$ cat config.mk
export PLATFORM = sky130hd
export DESIGN_NAME = clk_div_bank
export DESIGN_NICKNAME = d
export VERILOG_FILES = /design/src/rtl/clkbank_pkg.sv /design/src/rtl/clkbank_regs.sv /design/src/rtl/clkbank_chan.sv /design/src/rtl/clk_div_bank.sv
export SDC_FILE = /design/constraint.sdc
export NUM_CORES = 1
export LEC_CHECK = 0
export BUFFER_PORTS_ARGS = -buffer_cell sky130_fd_sc_hd__buf_4
export CAP_MARGIN = 10
export CORE_ASPECT_RATIO = 0.6
export CORE_UTILIZATION = 50
export CTS_CLUSTER_DIAMETER = 30
export CTS_CLUSTER_SIZE = 24
export DETAILED_ROUTE_END_ITERATION = 7
export GPL_TIMING_DRIVEN = 0
export PLACE_DENSITY = 0.69
export SYNTH_ARGS = -nofsm -noshare
export SYNTH_HDL_FRONTEND = slang
export SYNTH_HIERARCHICAL = 1
export SYNTH_SLANG_ARGS = --single-unit
export TNS_END_PERCENT = 20
$ cat constraint.sdc
create_clock -name clk_i -period 2.13 [get_ports clk_i]
set_input_delay 0.3195 -clock clk_i [delete_from_list [all_inputs] [get_ports clk_i]]
set_output_delay 0.3195 -clock clk_i [all_outputs]
set_load 0.1 [all_outputs]
$ cat src/rtl/clkbank_pkg.sv
package clkbank_pkg;
  localparam int unsigned OFS_GATE = 0;
  localparam int unsigned OFS_SEL  = 4;
  localparam int unsigned OFS_DIV  = 8;

  typedef enum logic [1:0] {
    REG_GATE,
    REG_SEL,
    REG_DIV,
    REG_NONE
  } reg_id_e;
endpackage

$ cat src/rtl/clkbank_regs.sv
module clkbank_regs
  import clkbank_pkg::*;
#(
  parameter int unsigned NUM_CH = 16,
  parameter int unsigned SEL_W  = 2,
  parameter int unsigned DIV_W  = 2,
  parameter int unsigned ADDR_W = 4,
  parameter int unsigned DATA_W = 32
) (
  input  logic                      clk_i,
  input  logic                      rst_ni,
  input  logic                      we_i,
  input  logic [ADDR_W-1:0]         addr_i,
  input  logic [DATA_W-1:0]         wdata_i,
  output logic [DATA_W-1:0]         rdata_o,
  output logic [NUM_CH-1:0]         gate_o,
  output logic [NUM_CH*SEL_W-1:0]   sel_o,
  output logic [NUM_CH*DIV_W-1:0]   div_o,
  output logic [NUM_CH-1:0]         restart_o
);
  logic [DATA_W-1:0] gate_q, sel_q, div_q;
  reg_id_e           reg_id;

  always_comb begin
    if (addr_i == ADDR_W'(OFS_GATE))     reg_id = REG_GATE;
    else if (addr_i == ADDR_W'(OFS_SEL)) reg_id = REG_SEL;
    else if (addr_i == ADDR_W'(OFS_DIV)) reg_id = REG_DIV;
    else                                 reg_id = REG_NONE;
  end

  always_ff @(posedge clk_i or negedge rst_ni) begin
    if (!rst_ni) begin
      gate_q <= '0;
      sel_q  <= '0;
      div_q  <= '0;
    end else if (we_i) begin
      case (reg_id)
        REG_GATE: gate_q <= wdata_i;
        REG_SEL:  sel_q  <= wdata_i;
        REG_DIV:  div_q  <= wdata_i;
        default:  ;
      endcase
    end
  end

  always_comb begin
    case (reg_id)
      REG_GATE: rdata_o = gate_q;
      REG_SEL:  rdata_o = sel_q;
      REG_DIV:  rdata_o = div_q;
      default:  rdata_o = '0;
    endcase
  end

  assign gate_o = gate_q[NUM_CH-1:0];
  assign sel_o  = sel_q[NUM_CH*SEL_W-1:0];
  assign div_o  = div_q[NUM_CH*DIV_W-1:0];

  // restart only channels whose own slice changes
  for (genvar c = 0; c < NUM_CH; c++) begin : g_restart
    logic sel_chg, div_chg;
    assign sel_chg = (reg_id == REG_SEL) &&
                     (wdata_i[c*SEL_W +: SEL_W] != sel_q[c*SEL_W +: SEL_W]);
    assign div_chg = (reg_id == REG_DIV) &&
                     (wdata_i[c*DIV_W +: DIV_W] != div_q[c*DIV_W +: DIV_W]);
    assign restart_o[c] = we_i && (sel_chg || div_chg);
  end

  assert_unmapped_hold_R3: assert property (@(posedge clk_i) disable iff (!rst_ni)
    (we_i && reg_id == REG_NONE) |=>
      (gate_q == $past(gate_q) && sel_q == $past(sel_q) && div_q == $past(div_q)));

  assert_idle_hold_R2: assert property (@(posedge clk_i) disable iff (!rst_ni)
    !we_i |=> (gate_q == $past(gate_q) && sel_q == $past(sel_q) && div_q == $past(div_q)));
endmodule

$ cat src/rtl/clkbank_chan.sv
module clkbank_chan #(
  parameter int unsigned SEL_W = 2,
  parameter int unsigned DIV_W = 2,
  localparam int unsigned NUM_SRC = 1 << SEL_W,
  localparam int unsigned CNT_W   = (1 << DIV_W) - 1
) (
  input  logic               clk_i,
  input  logic               rst_ni,
  input  logic [NUM_SRC-1:0] src_i,
  input  logic               gate_i,
  input  logic [SEL_W-1:0]   sel_i,
  input  logic [DIV_W-1:0]   div_i,
  input  logic               restart_i,
  output logic               pulse_o
);
  logic [CNT_W-1:0] cnt_q, lim;
  logic             pulse_q, src_hit, count_en;

  always_comb begin
    lim = '0;
    for (int b = 0; b < CNT_W; b++) begin
      if (b < int'(div_i)) lim[b] = 1'b1;
    end
  end

  assign src_hit  = src_i[sel_i];
  assign count_en = src_hit && !gate_i && !restart_i;

  always_ff @(posedge clk_i or negedge rst_ni) begin
    if (!rst_ni) begin
      cnt_q   <= '0;
      pulse_q <= 1'b0;
    end else if (gate_i || restart_i) begin
      cnt_q   <= '0;
      pulse_q <= 1'b0;
    end else if (src_hit) begin
      if (cnt_q >= lim) begin
        cnt_q   <= '0;
        pulse_q <= 1'b1;
      end else begin
        cnt_q   <= cnt_q + CNT_W'(1);
        pulse_q <= 1'b0;
      end
    end else begin
      pulse_q <= 1'b0;
    end
  end

  assign pulse_o = pulse_q;

  assert_gate_quiet_R4: assert property (@(posedge clk_i) disable iff (!rst_ni)
    gate_i |=> (!pulse_o && cnt_q == '0));

  assert_pulse_needs_strobe_R7: assert property (@(posedge clk_i) disable iff (!rst_ni)
    !count_en |=> !pulse_o);

  assert_cnt_range_R6: assert property (@(posedge clk_i) disable iff (!rst_ni)
    cnt_q <= lim);

  assert_restart_clears_R8: assert property (@(posedge clk_i) disable iff (!rst_ni)
    restart_i |=> (cnt_q == '0 && !pulse_o));
endmodule

$ cat src/rtl/clk_div_bank.sv
module clk_div_bank #(
  parameter int unsigned NUM_CH = 16,
  parameter int unsigned SEL_W  = 2,
  parameter int unsigned DIV_W  = 2,
  parameter int unsigned ADDR_W = 4,
  parameter int unsigned DATA_W = 32,
  localparam int unsigned NUM_SRC = 1 << SEL_W
) (
  input  logic               clk_i,
  input  logic               rst_ni,
  input  logic [NUM_SRC-1:0] src_en_i,
  input  logic               bus_we_i,
  input  logic [ADDR_W-1:0]  bus_addr_i,
  input  logic [DATA_W-1:0]  bus_wdata_i,
  output logic [DATA_W-1:0]  bus_rdata_o,
  output logic [NUM_CH-1:0]  chan_pulse_o
);
  logic [NUM_CH-1:0]       gate, restart;
  logic [NUM_CH*SEL_W-1:0] sel;
  logic [NUM_CH*DIV_W-1:0] div;

  clkbank_regs #(
    .NUM_CH(NUM_CH), .SEL_W(SEL_W), .DIV_W(DIV_W),
    .ADDR_W(ADDR_W), .DATA_W(DATA_W)
  ) u_regs (
    .clk_i    (clk_i),
    .rst_ni   (rst_ni),
    .we_i     (bus_we_i),
    .addr_i   (bus_addr_i),
    .wdata_i  (bus_wdata_i),
    .rdata_o  (bus_rdata_o),
    .gate_o   (gate),
    .sel_o    (sel),
    .div_o    (div),
    .restart_o(restart)
  );

  for (genvar c = 0; c < NUM_CH; c++) begin : g_chan
    clkbank_chan #(.SEL_W(SEL_W), .DIV_W(DIV_W)) u_chan (
      .clk_i    (clk_i),
      .rst_ni   (rst_ni),
      .src_i    (src_en_i),
      .gate_i   (gate[c]),
      .sel_i    (sel[c*SEL_W +: SEL_W]),
      .div_i    (div[c*DIV_W +: DIV_W]),
      .restart_i(restart[c]),
      .pulse_o  (chan_pulse_o[c])
    );
  end

  initial begin
    assert_fit_R2: assert (NUM_CH * SEL_W <= DATA_W && NUM_CH * DIV_W <= DATA_W && NUM_CH <= DATA_W);
  end
endmodule

==> results of run 1 <==
## layout make-up
cell class                      instances  area [sq um]  share of cell area [%]
Buffer                                 39           260                    2.23
Clock buffer                           21           480                    4.11
Clock inverter                         11           128                    1.09
Inverter                               32           120                    1.03
Multi-Input combinational cell        694          5620                    48.1
Sequential cell                       160          4000                    34.3
Tap cell                              266           333                    2.85
Timing Repair Buffer                   92           743                    6.36
## stage by stage
| step | util, % | setup TNS [ns] | cell area [sq um] |
|---|---|---|---|
| 2_1_floorplan | - | -4.86 | 9970 |
| 3_3_place_gp | 57.4 | -51.49 | 11000 |
| 3_5_place_dp | 57.5 | -21.38 | 11000 |
| 4_1_cts | 61.0 | 0 | 11700 |
| 5_1_grt | 61.1 | -0.0253 | 11700 |
| 6_report | 61.1 | 0 | 11700 |
## sequential cells by signal (all words and copies together) (netlist names)
signal                 cells
u_regs/div_o              32
g_chan.u_chan/pulse_o     16
g_chan.u_chan/cnt_q       48
u_regs/gate_q             32
u_regs/sel_o              32
## routing by layer
metal	part of all wire, %	GRT usage (%)
met1	52	39.2
met2	43	35.7
met5	0	0
met4	1.0	5.56
met3	3.8	4.62
## synth_stat cells (all sizes together) (30+ instances only)
cell / n
dfrtp: 160
mux2: 96
nand2: 81
nor2: 80
ha: 64
o21ai: 64
xor2: 64
inv: 32
mux2i: 32
nor2b: 32
buf: 30
## repair_timing
action | 4_1_cts | 5_1_grt
hold buffers | 1 | 0
setup endpoints to repair | 40 | 38
cloned | 0 | 0
hold endpoints to repair | 62 | 0
pin swaps | 1 | 2
resized for setup | 15 | 12
setup buffers | 1 | 0
## kinds of logic after synthesis
logic type / Yosys count / share of synthesized area (%)
and+or+nand+nor: 262 / 13.4
AOI/OAI and AO/OA: 160 / 10.4
DFF: 160 / 40.8
muxes: 144 / 18.1
buffers and inverters: 71 / 3.57
xor gates and xnor gates: 64 / 5.71
adders and majority gates: 64 / 8.15
## worst register-to-register path, stage by stage, from the launching register on
cell     delay, ns
dfrtp_1       0.42
or2_2         0.32
ha_1          0.28
nor2b_1       0.05
o21ai_0       0.41
and4b_1       0.27
a31o_1        0.18
## how the worst max path moves through the flow
stage / end / slack (ns)
detailed placement: g_chan[12].u_chan/cnt_q[2] / -0.49
CTS: bus_rdata_o[12] / 0.009
global route: bus_rdata_o[31] / -0.01
global placement: g_chan[14].u_chan/cnt_q[2] / -0.50
floorplan: bus_rdata_o[22] / -0.32
finish: bus_rdata_o[16] / 0.01
## power by group through the flow
stage / registers (mW) / logic, mW / clock network, mW
final: 4.59 / 5.48 / 3.17
after global routing: 4.71 / 6.07 / 3.37
after CTS: 4.58 / 5.46 / 3.24
after detailed placement: 4.63 / 5.39 / 0
after global placement: 4.60 / 5.25 / 0
after floorplan: 5.26 / 3.44 / 0
==> results.sh, run 1 <==
export IMPL_p_leak_nw=5.66
export IMPL_grt_max_degree=99
export IMPL_outcome="completed"
export IMPL_ant_nets=0
export IMPL_yosysWarningCount=6
export IMPL_gp_congestion=0.803
export IMPL_rsz0062_at_grt="yes"
export IMPL_syn_area_per_cell_sq_um=10.6
export IMPL_critPathSlowestCell="or3_1"
export IMPL_p_int_mw=7.85
export IMPL_final_cell_count_no_fill=1315
export IMPL_rr_endpoint="g_chan[12].u_chan/cnt_q[2]"
export IMPL_cts_sinks=160
export IMPL_relSlewSlack_pct=52.4
export IMPL_crit_fanout=10
export IMPL_cp_end_kind="output pin"
export IMPL_holdWs_ns=0.170
export IMPL_drive_gt1_share_pct=30.5
export IMPL_tightest_slew_ns=0.714
export IMPL_track_usage_pct=25.1
export IMPL_yosysUniqueCellTypes=31
export IMPL_worst_hold_path_endpoint="u_regs/div_o[22]"
export IMPL_clockBufferDepth=2
export IMPL_core_area_sq_mm=0.0191
export IMPL_min_period_ns=2.12
export IMPL_synthTopCellsByArea="dfrtp_1, mux2_2, ha_1, xor2_1, mux4_2"
export IMPL_clockRootBuffer="clkbuf_16"
export IMPL_dp_cells=1281
export IMPL_synth_top_area_cell="dfrtp_1"
export IMPL_hold_path_startpoint="bus_wdata_i[22]"
export IMPL_cts_tree="done"
export IMPL_grt_pass1_vias=7133
export IMPL_r2r_start="u_regs/div_o[24]"
export IMPL_nFillCells=1593
export IMPL_startpoint="bus_addr_i[1]"
export IMPL_path_delay_family="buffers and inverters"
export IMPL_vias=7234
export IMPL_synth_edf_count=0
export IMPL_irDropWorstVdd_uv=708
export IMPL_syn_inst=925
export IMPL_row_count=39
export IMPL_path_cells="buf_4, or3_1, clkbuf_4, o21ai_2, buf_6"
export IMPL_synth_ff_type="dfrtp_1"
export IMPL_start_util_pct=51.3
export IMPL_maxCapViolCount=0
export IMPL_pwr_share_clk_pct=24.0
export IMPL_drtIter0Drc=432
export IMPL_yosysTopAreaCellShare_pct=40.8
export IMPL_synthArstFlopShare_pct=100
export IMPL_htree_levels=4
export IMPL_sw_frac_of_total_pct=40.7
export IMPL_combPwrFrac_pct=41.4
export IMPL_gr_total_overflow=0
export IMPL_drt_wirelength_per_cell_um=18.2
export IMPL_grt_pass1_wl_um=39200
export IMPL_hold_class="in -> reg"
export IMPL_dp_hpwl_um=16600
export IMPL_vias_per_cell=5.50
export IMPL_cp_arrival_ns=1.80
export IMPL_p_seq_share_pct=34.7
export IMPL_setup_viol=0
export IMPL_finClkSkew_ns=0.00830
export IMPL_clkTransAtPathRegs_ns=0.07
export IMPL_power_switching_mw=5.39
export IMPL_wl_um=23900
export IMPL_drv_slew=0
export IMPL_start_kind="input port"
export IMPL_dr_pass1_iters=4
export IMPL_grt_antenna_before_repair=0
export IMPL_finalNetCount=1143
export IMPL_die_area_sq_mm=0.0202
export IMPL_finalCritPeriodShare_pct=99.4
export IMPL_min_path_cells=2
export IMPL_reg2reg_depth=6
export IMPL_rrSetupSlack_ns=0.09
export IMPL_slowest_delay_ns=0.50
export IMPL_path_buf_inv=3
export IMPL_crit_type="in -> out"
export IMPL_area_growth_pct=19.0
export IMPL_dp_slack_ns=-0.492
export IMPL_netlist_area_sq_mm=0.00982
export IMPL_final_cell_mix="dfrtp_1, buf_4, mux2_2"
export IMPL_io_buffer_count=89
export IMPL_synth_seq_cells=160
export IMPL_synth_fp_nets=1032
export IMPL_numCtsBuffers=17
export IMPL_crit_required_ns=1.81
export IMPL_powerDensity_mw_per_mm2=1130
export IMPL_seq_area_frac_synth_pct=40.8
export IMPL_power_mw=13.2
export IMPL_drc=0
export IMPL_max_freq_mhz=472
export IMPL_die_w_um=183
export IMPL_pin_count=91
export IMPL_diodes=0
export IMPL_worstSkewPairLatency_ns=0.43
export IMPL_die_h_um=111
export IMPL_final_hold_viol_count=0
export IMPL_layout_commonest_cell="dfrtp_1"
export IMPL_cp_depth=5
export IMPL_fin_ws_ns=0.0134
Note: power is estimated with default switching activity, not from simulation.
==> run 2, diff against run 1 <==
Settings changed: CORE_ASPECT_RATIO 0.6 to 1.4, MAX_ROUTING_LAYER set to met4, SETUP_SLACK_MARGIN set to 0.4.
==> run 2 against run 1 <==
Compared with the run above:
- clock skew down 0.0014 ns
- total power up 6.2%
- highest routed layer unchanged
- sequential share of layout area down 2.6 points
==> results.sh, run 2 (synthesis results as in run 1) <==
export IMPL_outcome="completed"
export IMPL_die_h_um=168
export IMPL_pin_count=91
export IMPL_setup_viol=0
export IMPL_hold_class="in -> reg"
export IMPL_diodes=0
export IMPL_fin_util_pct=66.0
export IMPL_crit_type="in -> out"
export IMPL_grt_pass1_vias=7473
export IMPL_final_hold_viol_count=0
export IMPL_power_mw=14.1
export IMPL_min_period_ns=1.85
export IMPL_drt_wirelength_per_cell_um=18.4
export IMPL_crit_required_ns=1.81
export IMPL_drive_gt1_share_pct=37.2
export IMPL_p_leak_nw=5.99
export IMPL_cp_end_kind="output pin"
export IMPL_rsz0062_at_grt="yes"
export IMPL_final_cell_mix="dfrtp_1, buf_4, mux2_2"
export IMPL_fin_ws_ns=0.276
export IMPL_drv_slew=0
export IMPL_io_buffer_count=89
export IMPL_path_cells="buf_8, or3_4, clkbuf_16, o21ai_4, buf_12"
export IMPL_area_growth_pct=29.2
export IMPL_die_w_um=120
export IMPL_die_area_sq_mm=0.0202
export IMPL_clkTransAtPathRegs_ns=0.06
export IMPL_drtIter0Drc=422
export IMPL_grt_max_degree=102
export IMPL_vias_per_cell=5.59
export IMPL_dp_hpwl_um=16300
export IMPL_largest_register_ff_count=48
export IMPL_tightest_slew_ns=0.718
export IMPL_cp_arrival_ns=1.53
export IMPL_critPathSlowestCell="or3_4"
export IMPL_irDropWorstVdd_uv=694
export IMPL_max_freq_mhz=539
export IMPL_htree_levels=4
export IMPL_powerDensity_mw_per_mm2=1110
export IMPL_finalNetCount=1170
export IMPL_cts_tree="done"
export IMPL_start_util_pct=51.1
export IMPL_cts_sinks=160
export IMPL_path_buf_inv=3
export IMPL_grt_antenna_before_repair=0
export IMPL_gr_total_overflow=0
export IMPL_dp_slack_ns=-0.460
export IMPL_top_register="g_chan.u_chan/cnt_q"
export IMPL_slowest_delay_ns=0.47
export IMPL_crit_fanout=10
export IMPL_layout_commonest_cell="dfrtp_1"
export IMPL_finalCritPeriodShare_pct=87.0
export IMPL_worstSkewPairLatency_ns=0.42
export IMPL_ant_nets=0
export IMPL_row_count=60
export IMPL_vias=7395
export IMPL_finClkSkew_ns=0.00688
export IMPL_track_usage_pct=25.7
export IMPL_relSlewSlack_pct=52.2
export IMPL_clockRootBuffer="clkbuf_16"
export IMPL_clockBufferDepth=2
export IMPL_drc=0
export IMPL_wl_um=24300
export IMPL_core_area_sq_mm=0.0192
export IMPL_grt_pass1_wl_um=38800
export IMPL_gp_congestion=0.825
export IMPL_start_kind="input port"
export IMPL_maxCapViolCount=0
export IMPL_path_delay_family="buffers and inverters"
export IMPL_dr_pass1_iters=4
export IMPL_numCtsBuffers=17
==> run 2: cell count changes in the layout (fill, tap and decap cells not counted), moves of 10 or more <==
cell	before	now
o22ai_1	16	6
buf_12	0	17
dfrtp_2	0	10
o22ai_2	0	10
dfrtp_1	160	150
o21ai_0	29	14
o21ai_4	5	30
==> run 2: cell type report <==
class	instances	area [sq um]
Tap cell	248	310
Clock inverter	11	163
Sequential cell	160	4020
Multi-Input combinational cell	694	6040
Timing Repair Buffer	119	1220
Fill cell	1542	6530
Inverter	32	120
Buffer	39	367
Clock buffer	21	450
==> run 2: per-layer routing <==
layer / up-vias / global-route usage [%] / share of wire, %
met5: - / - / 0
met4: 0 / 8.37 / 1.9
met3: 32 / 3.01 / 3.5
met2: 132 / 43.9 / 53
met1: 3665 / 31.4 / 42
li1: 3566 / - / -
==> run 2: worst paths after layout <==
kind | endpoint | slack, ns | from | depth (start not counted)
worst max-delay path | bus_rdata_o[11] | 0.28 | bus_addr_i[1] | 5
worst min-delay path | u_regs/sel_o[21] | 0.18 | bus_wdata_i[21] | 2
worst max register to register | g_chan[5].u_chan/cnt_q[2] | 0.35 | u_regs/div_o[10] | 6
worst min register to register | u_regs/gate_q[19] | 0.50 | u_regs/gate_q[19] | 1
max in group asynchronous | u_regs/div_o[7] | 0.79 | rst_ni | 3
min in group asynchronous | g_chan[13].u_chan/cnt_q[2] | 0.42 | rst_ni | 2
==> run 2: where the power goes <==
group | total (mW) | switching (mW) | internal (mW)
Sequential | 4.56 | 0.708 | 3.85
Combinational | 6.27 | 3.62 | 2.65
Clock | 3.22 | 1.24 | 1.99
Total | 14.1 | 5.56 | 8.49
==> run 2: metrics by stage <==
| step | cells | hold WS, ns | TNS [ns] | instance area [sq um] |
|---|---|---|---|---|
| final | 1324 | 0.179 | 0 | 12700 |
| after global placement | 1262 | 0.485 | -50.40 | 11300 |
| after detailed placement | 1263 | 0.298 | -17.81 | 11400 |
| after global routing | 1324 | 0.166 | 0 | 12700 |
| after CTS | 1299 | 0.166 | 0 | 12300 |
| after floorplan | 925 | 0.0239 | 0 | 10300 |
==> run 2: worst reg2reg max path: stages, from the launching register on <==
cell and delay [ns]:
dfrtp_2 0.44, or2_2 0.30, ha_1 0.30, nor2b_2 0.06, o21ai_2 0.18, and4b_1 0.21
a31o_1 0.18
==> run 2: timing repair <==
| item | in CTS | in global routing |
|---|---|---|
| hold endpoints to repair | 59 | 0 |
| gates resized for setup | 100 | 46 |
| hold buffers | 1 | 0 |
| cloned | 1 | 0 |
| pin swaps | 2 | 8 |
| buffers inserted | 2 | 25 |
| setup endpoints to repair | 84 | 69 |
==> run 3, diff against run 2 <==
Settings changed: SYNTH_HIERARCHICAL 1 to unset.
==> run 3 against run 2 <==
Compared with the run above:
- critical path depth is 2 higher
- clock skew is 0.0014 ns higher
- worst hold slack worse by 0.025 ns
- register-to-register slack worse by 0.15 ns
- sequential power hardly changed
- clock power is 2% lower
- setup slack worse by 0.18 ns
- sequential share of layout area is 0.53 points higher
- utilization is 0.92 points lower
==> results.sh, run 3 <==
export IMPL_clockBufferDepth=2
export IMPL_finalCritPeriodShare_pct=95.3
export IMPL_yosysTopAreaCellShare_pct=40.8
export IMPL_sw_frac_of_total_pct=38.6
export IMPL_dr_pass1_iters=8
export IMPL_design_area_sq_mm=0.0125
export IMPL_finClkSkew_ns=0.00831
export IMPL_diodes=0
export IMPL_cts_sinks=160
export IMPL_maxCapViolCount=0
export IMPL_synthTopCellsByCount="dfrtp_1, inv_1, mux2_2"
export IMPL_seq_area_frac_synth_pct=40.8
export IMPL_synth_top_area_cell="dfrtp_1"
export IMPL_vias=7518
export IMPL_gr_total_overflow=0
export IMPL_p_seq_share_pct=31.9
export IMPL_largest_register_ff_count=48
export IMPL_combPwrFrac_pct=46.0
export IMPL_grt_max_degree=89
export IMPL_cp_end_kind="output pin"
export IMPL_synth_edf_count=0
export IMPL_p_leak_nw=6.03
export IMPL_top_register="g_chan.u_chan.cnt_q"
export IMPL_final_hold_viol_count=0
export IMPL_clkTransAtPathRegs_ns=0.06
export IMPL_syn_inst=899
export IMPL_die_h_um=168
export IMPL_tightest_slew_ns=0.610
export IMPL_drv_slew=0
export IMPL_row_count=60
export IMPL_outcome="completed"
export IMPL_vias_per_cell=5.73
export IMPL_setup_viol=0
export IMPL_pin_count=91
export IMPL_core_area_sq_mm=0.0192
export IMPL_dp_hpwl_um=16600
export IMPL_power_switching_mw=5.53
export IMPL_hold_class="in -> reg"
export IMPL_relSlewSlack_pct=59.3
export IMPL_rsz0062_at_grt="yes"
export IMPL_synthArstFlopShare_pct=100
export IMPL_numCtsBuffers=17
export IMPL_final_cell_mix="dfrtp_1, buf_4, mux2_2"
export IMPL_layout_commonest_cell="dfrtp_1"
export IMPL_grt_pass1_vias=7228
export IMPL_syn_area_per_cell_sq_um=10.9
export IMPL_post_dp_cell_area_sq_mm=0.0112
export IMPL_crit_fanout=10
export IMPL_powerDensity_mw_per_mm2=1140
export IMPL_worstSkewPairLatency_ns=0.43
export IMPL_ant_nets=0
export IMPL_crit_required_ns=1.81
export IMPL_die_area_sq_mm=0.0202
export IMPL_irDropWorstVdd_uv=709
export IMPL_fin_util_pct=65.1
export IMPL_die_w_um=120
export IMPL_cp_arrival_ns=1.71
export IMPL_clockRootBuffer="clkbuf_16"
export IMPL_yosysWarningCount=0
export IMPL_yosysUniqueCellTypes=29
export IMPL_pwr_share_clk_pct=22.1
export IMPL_min_period_ns=2.03
export IMPL_area_growth_pct=27.6
export IMPL_drc=0
export IMPL_io_buffer_count=90
export IMPL_cts_tree="done"
export IMPL_gp_congestion=0.766
export IMPL_start_kind="input port"
export IMPL_yosysMostFrequentCell="dfrtp_1"
export IMPL_synth_seq_cells=160
export IMPL_p_int_mw=8.79
export IMPL_htree_levels=4
export IMPL_netlist_area_sq_mm=0.00981
export IMPL_synth_fp_nets=1006
export IMPL_synthTopCellsByArea="dfrtp_1, ha_1, mux2_2, xor2_1, mux2_1"
export IMPL_start_util_pct=51.0
export IMPL_drtIter0Drc=526
export IMPL_drive_gt1_share_pct=38.1
export IMPL_wl_um=24600
export IMPL_track_usage_pct=25.6
export IMPL_finalNetCount=1159
export IMPL_crit_type="in -> out"
export IMPL_synth_ff_type="dfrtp_1"
export IMPL_grt_pass1_wl_um=38200
export IMPL_max_freq_mhz=492
export IMPL_drt_wirelength_per_cell_um=18.7
export IMPL_grt_antenna_before_repair=0
run 3: final timing paths:
path	from	slack, ns	cells after the start	to
worst max register to register	u_regs.div_o[23]	0.20	6	g_chan[11].u_chan.cnt_q[0]
worst min register to register	u_regs.gate_q[19]	0.50	1	u_regs.gate_q[19]
max in group asynchronous	rst_ni	0.81	3	u_regs.div_o[21]
worst max-delay path	bus_addr_i[3]	0.1	7	bus_rdata_o[21]
worst min-delay path	bus_wdata_i[22]	0.15	2	u_regs.gate_q[22]
min in group asynchronous	rst_ni	0.46	2	g_chan[0].u_chan.pulse_o
run 3: through the flow:
step                TNS (ns)  setup slack (ns)  cells  total power, mW  hold WS, ns
global route               0             0.107   1313             15.1        0.149
detailed placement     -3.33            -0.147   1238             10.6        0.338
CTS                        0             0.140   1289             13.9        0.145
global placement      -36.56            -0.224   1237             10.4        0.474
finish                     0            0.0993   1313             14.3        0.154
floorplan                  0             0.340    899             9.37       0.0239
run 3: kinds of logic after synthesis:
group | after synthesis | share of synthesized area [%]
AOI/OAI and AO/OA | 128 | 9.98
xor gates and xnor gates | 64 | 5.72
adders and majority gates | 64 | 8.17
buffers and inverters | 122 | 5.75
DFF | 160 | 40.8
muxes | 144 | 16.6
and+or+nand+nor | 217 | 13.0
run 3: area by class of cell:
cell class                      count  area (sq um)
Sequential cell                   160          4030
Inverter                           80           300
Multi-Input combinational cell    617          5690
Tap cell                          248           310
Clock buffer                       23           468
Buffer                             42           354
Fill cell                        1545          6700
Clock inverter                      9           133
Timing Repair Buffer              134          1230
run 3: power groups by stage:
stage / registers [mW] / clock network, mW / logic [mW]
6_report: 4.57 / 3.16 / 6.59
5_1_grt: 4.68 / 3.31 / 7.11
4_1_cts: 4.57 / 3.20 / 6.16
3_5_place_dp: 4.66 / 0 / 5.94
3_3_place_gp: 4.64 / 0 / 5.80
2_1_floorplan: 4.45 / 0 / 4.92
run 3: worst max-delay path, cell delays in order:
cell	delay [ns]
buf_6	0.11
nand2b_4	0.14
nor3_4	0.06
clkbuf_8	0.18
a222oi_1	0.61
inv_2	0.10
buf_12	0.19
run 3: what timing repair did:
action                     in CTS  in global routing
gates resized for setup        67                 32
gates cloned                    2                  0
buffers inserted               16                 24
hold endpoints to repair       72                  0
setup endpoints to repair      50                 73
pin swaps                      16                 18
hold buffers                    1                  0
run 3: per-layer routing:
metal / wire [um] / vias to the layer above / track usage, %
li1: - / 3529 / -
met1: 10200 / 3757 / 31.1
met2: 12700 / 189 / 42.6
met3: 1040 / 43 / 3.75
met4: 646 / 0 / 9.77
met5: 0 / - / -
